`config.mk`:
```
export PLATFORM = sky130hd
export DESIGN_NAME = dly_comp_ctrl
export DESIGN_NICKNAME = d
export VERILOG_FILES = /design/src/rtl/dcc_pkg.sv /design/src/rtl/dcc_accum.sv /design/src/rtl/dcc_satflag.sv /design/src/rtl/dcc_split.sv /design/src/rtl/dly_comp_ctrl.sv
export SDC_FILE = /design/constraint.sdc
export NUM_CORES = 1
export LEC_CHECK = 0
export BUFFER_PORTS_ARGS = -buffer_cell sky130_fd_sc_hd__buf_2
export CORE_UTILIZATION = 55
export CTS_CLUSTER_DIAMETER = 120
export DETAILED_ROUTE_END_ITERATION = 10
export PLACE_DENSITY = 0.75
export SETUP_SLACK_MARGIN = 0.15
export SKIP_CTS_REPAIR_TIMING = 1
export SLEW_MARGIN = 20
export SYNTH_ARGS = -nofsm -noshare
export SYNTH_HDL_FRONTEND = slang
export SYNTH_SLANG_ARGS = --single-unit
```
`constraint.sdc`:
```
create_clock -name clk -period 2.3 [get_ports clk]
set_clock_uncertainty 0.1 [all_clocks]
set_input_delay 0.115 -clock clk [delete_from_list [all_inputs] [get_ports clk]]
set_output_delay 0.115 -clock clk [all_outputs]
set_load 0.02 [all_outputs]
```
`src/rtl/dcc_pkg.sv`:
```
package dcc_pkg;
   typedef enum logic {
      LIM_LO = 1'b0,
      LIM_HI = 1'b1
   } dcc_lim_e;

   localparam int DCC_NUM_LIMITS = 2;
   localparam int DCC_MAX_WIDTH  = 24;
endpackage

```
`src/rtl/dcc_accum.sv`:
```
module dcc_accum #(
   parameter int W = 8
) (
   input  logic         clk,
   input  logic         rst,
   input  logic         bit_vld,
   input  logic         bit_raw,
   output logic [W-1:0] val_q,
   output logic [W-1:0] val_nxt
);
   localparam logic [W-1:0] CENTER = {1'b1, {(W-1){1'b0}}};
   localparam logic [W-1:0] TOP    = '1;
   localparam logic [W-1:0] BOTTOM = '0;
   localparam logic [W-1:0] ONE    = W'(1);

   always_comb begin
      val_nxt = val_q;
      if (bit_vld) begin
         if (bit_raw) begin
            if (val_q != TOP) val_nxt = val_q + ONE;
         end else begin
            if (val_q != BOTTOM) val_nxt = val_q - ONE;
         end
      end
      if (rst) val_nxt = CENTER;
   end

   always_ff @(posedge clk) begin
      val_q <= val_nxt;
   end

   // reset lands on centre
   assert_reset_center_R1: assert property (@(posedge clk)
      rst |=> (val_q == CENTER));

   // one unit step up
   assert_step_up_R2: assert property (@(posedge clk) disable iff (rst)
      (bit_vld && bit_raw && val_q != TOP) |=> (val_q == $past(val_q) + ONE));

   // one unit step down
   assert_step_down_R2: assert property (@(posedge clk) disable iff (rst)
      (bit_vld && !bit_raw && val_q != BOTTOM) |=> (val_q == $past(val_q) - ONE));

   // hold without strobe
   assert_hold_R4: assert property (@(posedge clk) disable iff (rst)
      !bit_vld |=> $stable(val_q));

   // no wrap at the top
   assert_no_overflow_R5: assert property (@(posedge clk) disable iff (rst)
      (bit_vld && bit_raw && val_q == TOP) |=> (val_q == TOP));

   // no wrap at the bottom
   assert_no_underflow_R6: assert property (@(posedge clk) disable iff (rst)
      (bit_vld && !bit_raw && val_q == BOTTOM) |=> (val_q == BOTTOM));
endmodule

```
`src/rtl/dcc_satflag.sv`:
```
module dcc_satflag #(
   parameter int           W     = 8,
   parameter logic [W-1:0] LIMIT = '0
) (
   input  logic         clk,
   input  logic         rst,
   input  logic [W-1:0] val_nxt,
   output logic         flag
);
   always_ff @(posedge clk) begin
      if (rst) flag <= 1'b0;
      else     flag <= flag | (val_nxt == LIMIT);
   end

   // flag is sticky until reset
   assert_flag_sticky_R7: assert property (@(posedge clk) disable iff (rst)
      flag |=> flag);
endmodule

```
`src/rtl/dcc_split.sv`:
```
module dcc_split #(
   parameter int FINE_W   = 4,
   parameter int COARSE_W = 4,
   localparam int W       = FINE_W + COARSE_W
) (
   input  logic [W-1:0]        val,
   output logic [COARSE_W-1:0] coarse,
   output logic [FINE_W-1:0]   fine
);
   for (genvar b = 0; b < W; b++) begin : g_bit
      if (b < FINE_W) begin : g_fine
         assign fine[b] = val[b];
      end else begin : g_coarse
         assign coarse[b-FINE_W] = val[b];
      end
   end
endmodule

```
`src/rtl/dly_comp_ctrl.sv`:
```
module dly_comp_ctrl
   import dcc_pkg::*;
#(
   parameter int FINE_W          = 4,
   parameter int COARSE_W        = 4,
   parameter int HALF_FAST_STEPS = 5
) (
   input  logic                clk,
   input  logic                rst,
   input  logic                bit_vld,
   input  logic                bit_raw,
   output logic [COARSE_W-1:0] coarse_code,
   output logic [FINE_W-1:0]   fine_code,
   output logic                sat_lo,
   output logic                sat_hi
);
   localparam int W = FINE_W + COARSE_W;
   localparam int COARSE_HALF_SPAN = 2 ** (COARSE_W - 1);

   initial begin
      assert (FINE_W >= 1) else $error("FINE_W must be at least 1");
      assert (COARSE_W >= 2) else $error("COARSE_W must be at least 2");
      assert (W <= DCC_MAX_WIDTH) else $error("value width too large");
      assert (COARSE_HALF_SPAN - 1 > HALF_FAST_STEPS)
         else $error("coarse range must exceed half a fast period either side");
   end

   logic [W-1:0]              val_q;
   logic [W-1:0]              val_nxt;
   logic [DCC_NUM_LIMITS-1:0] sat_vec;

   dcc_accum #(.W(W)) u_accum (
      .clk     (clk),
      .rst     (rst),
      .bit_vld (bit_vld),
      .bit_raw (bit_raw),
      .val_q   (val_q),
      .val_nxt (val_nxt)
   );

   for (genvar i = 0; i < DCC_NUM_LIMITS; i++) begin : g_lim
      localparam logic [W-1:0] LIM = (i == int'(LIM_HI)) ? '1 : '0;
      dcc_satflag #(.W(W), .LIMIT(LIM)) u_flag (
         .clk     (clk),
         .rst     (rst),
         .val_nxt (val_nxt),
         .flag    (sat_vec[i])
      );
   end

   dcc_split #(.FINE_W(FINE_W), .COARSE_W(COARSE_W)) u_split (
      .val    (val_q),
      .coarse (coarse_code),
      .fine   (fine_code)
   );

   assign sat_lo = sat_vec[int'(LIM_LO)];
   assign sat_hi = sat_vec[int'(LIM_HI)];

   // flag high whenever its limit is held
   assert_hi_flag_R7: assert property (@(posedge clk) disable iff (rst)
      (val_q == '1) |-> sat_hi);
   assert_lo_flag_R7: assert property (@(posedge clk) disable iff (rst)
      (val_q == '0) |-> sat_lo);
   // flags clear after reset
   assert_reset_flags_R1: assert property (@(posedge clk)
      rst |=> (!sat_hi && !sat_lo));
endmodule

```
==> key figures <==
Yosys
  • Top cells by area, synth: dfxtp_1, a21oi_1, ha_1
  • Cells after Synth: 110
  • Synth warn: 0
  • Yosys top cell area share: 22.5%
  • Avg Inst Size Synth: 8.08 um^2
  • Synth Cell Area: 888 um^2
  • Number of enable flip-flop cells after synthesis: 0
  • Yosys cell types: 43
  • Commonest cells post-synth: dfxtp_1, inv_1, a21oi_1, nand2_1
  • Seq cells post-synth: 10
  • Synth area leader: dfxtp_1
  • Post-synth ARST share: 0%
  • Ys flop type: dfxtp_1
  • Net count after synthesis: 117
  • Sequential area share after synthesis: 22.5%

Timing
  • Final min period: 2.07 ns
  • Hold Worst Slack: 0.0294 ns
  • Max_slew headroom: 67.3%
  • Fin. Hold Viols: 0
  • Worst-Margin Slew: 0.486 ns
  • Worst Slack Setup Final: 0.234 ns
  • RSZ-0062 raised after global routing: no
  • Post-Route Setup TNS: 0 ns
  • Final setup vio count: 0
  • Crit share post-route: 89.8%
  • Pins over their slew limit: 0
  • Peak Freq: 0.484 GHz

Placement
  • Gpl congestion: 0.972
  • Dpl ws: 0.0740 ns
  • DP Area: 922 um^2
  • Port Buffer Count: 13
  • Post-DP HPWL: 1610 um
  • Placed insts: 132

Worst hold path
  • Hold WC Path Type: input pin to flip-flop

Cells and area
  • Fraction of layout instances using a drive strength above 1: 39.5%
  • Ant diodes: 0
  • Cell area after layout: 1040 um^2
  • Finished Layout Cells: 140
  • Nets: 132
  • Synth-to-Final Area Change: 16.9%

Die
  • Initial Util: 59.0%
  • Row Count: 14
  • Die area: 1780 um^2
  • I/O pins: 14
  • Chip Height: 42.2 um
  • Core area: 1510 um^2
  • Die W: 42.2 um

Power
  • Power Density: 607 nW/um^2
  • Internal: 372 uW
  • Reg power frac: 39.1%
  • Leakage: 0.000432 uW
  • Gate power share: 41.3%
  • Sw Ratio: 40.9%
  • Maximum vdd drop: 0.442 mV
  • Clock power frac: 19.5%
  • P_sw: 258 uW

Route
  • Vias per cell: 6.90
  • Wire length per cell: 17.6 um
  • Detailed Routing Iterations Pass 1: 4
  • DRT antenna net count: 0
  • Routed WL: 2460 um
  • DRC: 0
  • DRT iter0 DRCs: 56
  • Via count: 966

Global route
  • Global route total overflow: 0
  • Largest net degree at the start of global routing: 15
  • Initial antenna violation count: 0
  • First-pass GRT wire length: 3650 um
  • GRT Util Overall: 26.5%
  • Vias in the first global route: 834

Worst setup path
  • CP Launch Type: flip-flop
  • Worst Path Class, Setup: flip-flop to flip-flop
  • Highest cell delay on the worst timing path: 0.37 ns
  • Crit Path Max Fanout: 7
  • Crit path capture type: flip-flop
  • Worst Path Buf+Inv: 1
  • CP max stage cell: dfxtp_4
  • Crit path DAT: 2.14 ns
  • WP data required: 2.37 ns
  • Critical path cell sequence: inv_2 -> ha_2 -> nor3b_4 -> a21oi_2 -> a211oi_1 -> a311o_1 -> nand4_1 -> o41ai_2
  • Largest delay share family, worst path: compound AO/OA/AOI/OAI gates

CTS
  • Clock Sinks: 10
  • H-tree depth: 1
  • Clk buf depth: 2
  • Clk slew on worst S/H paths: 0.06 ns
  • Root buffer cell: clkbuf_4
  • CTS tree: done
  • Worst skew pair latency: 0.26 ns
  • Num CTS Buffers: 3

Flow run
  • Max Cap Viol: 0

Run status
  • Status: complete, no violations
-- cell families (layout without fill, tap and decap cells) --
| family | count (synthesis) | count (layout) | synth area share, % |
|---|---|---|---|
| fa+ha+maj | 3 | 3 | 4.23 |
| compound gates | 35 | 35 | 29.7 |
| simple gates | 43 | 43 | 30.7 |
| flops | 10 | 10 | 22.5 |
| xor+xnor | 2 | 2 | 1.97 |
| buf+inv | 17 | 31 | 10.8 |
-- layout by cell type (no fill, tap or decap), drive strengths merged, types with 4 or more instances in the layout --
cell and count:
nand3 5, a31oi 4, a21oi 8, nor3b 4, buf 17, clkbuf 4
o21ai 5, dfxtp 10, nor2 4, inv 10, nand4 4, nor4 5
nor3 5, nand2 7
-- final timing paths --
path                                           start                    to  slack (ns)  depth (start not counted)
worst min register to register  g_lim[0].u_flag.flag  g_lim[0].u_flag.flag        0.36                          2
worst max-delay path                u_accum.val_q[1]  g_lim[0].u_flag.flag        0.23                          8
worst min-delay path                             rst      u_accum.val_q[2]        0.03                          2
worst max register to register      u_accum.val_q[1]  g_lim[0].u_flag.flag        0.23                          8
-- sequential cells by signal, summed over array words and instances, names as in the netlist --
name,flops
u_accum.val_q,8
g_lim.u_flag.flag,2
-- through the flow --
stage                     power [uW]  util (%)
final                            631      68.9
after global routing             668      68.9
after CTS                        590      63.0
after detailed placement         463      61.2
after global placement           460      61.2
after floorplan                  420         -
-- power by group through the flow --
stage,clock network [uW],registers (uW),logic [uW]
floorplan,0,241,179
global placement,0,242,218
detailed placement,0,244,219
CTS,129,240,220
global route,137,249,282
finish,123,247,261
-- cell type report --
cell class | count | area, um^2
tap | 16 | 20.0
clock buffer | 4 | 26.3
sequential | 10 | 215
inverter | 10 | 37.5
timing repair buffer | 17 | 95.1
multi-input combinational | 83 | 644
fill | 125 | 468
-- routing by layer --
layer,GRT usage [%],vias up,share of wire [%]
li1,-,448,-
met1,34.9,444,41
met2,39.1,65,47
met3,4.31,9,9.5
met4,18.8,0,2.0
met5,0,-,0
Note: power is estimated with default switching activity, not from simulation.
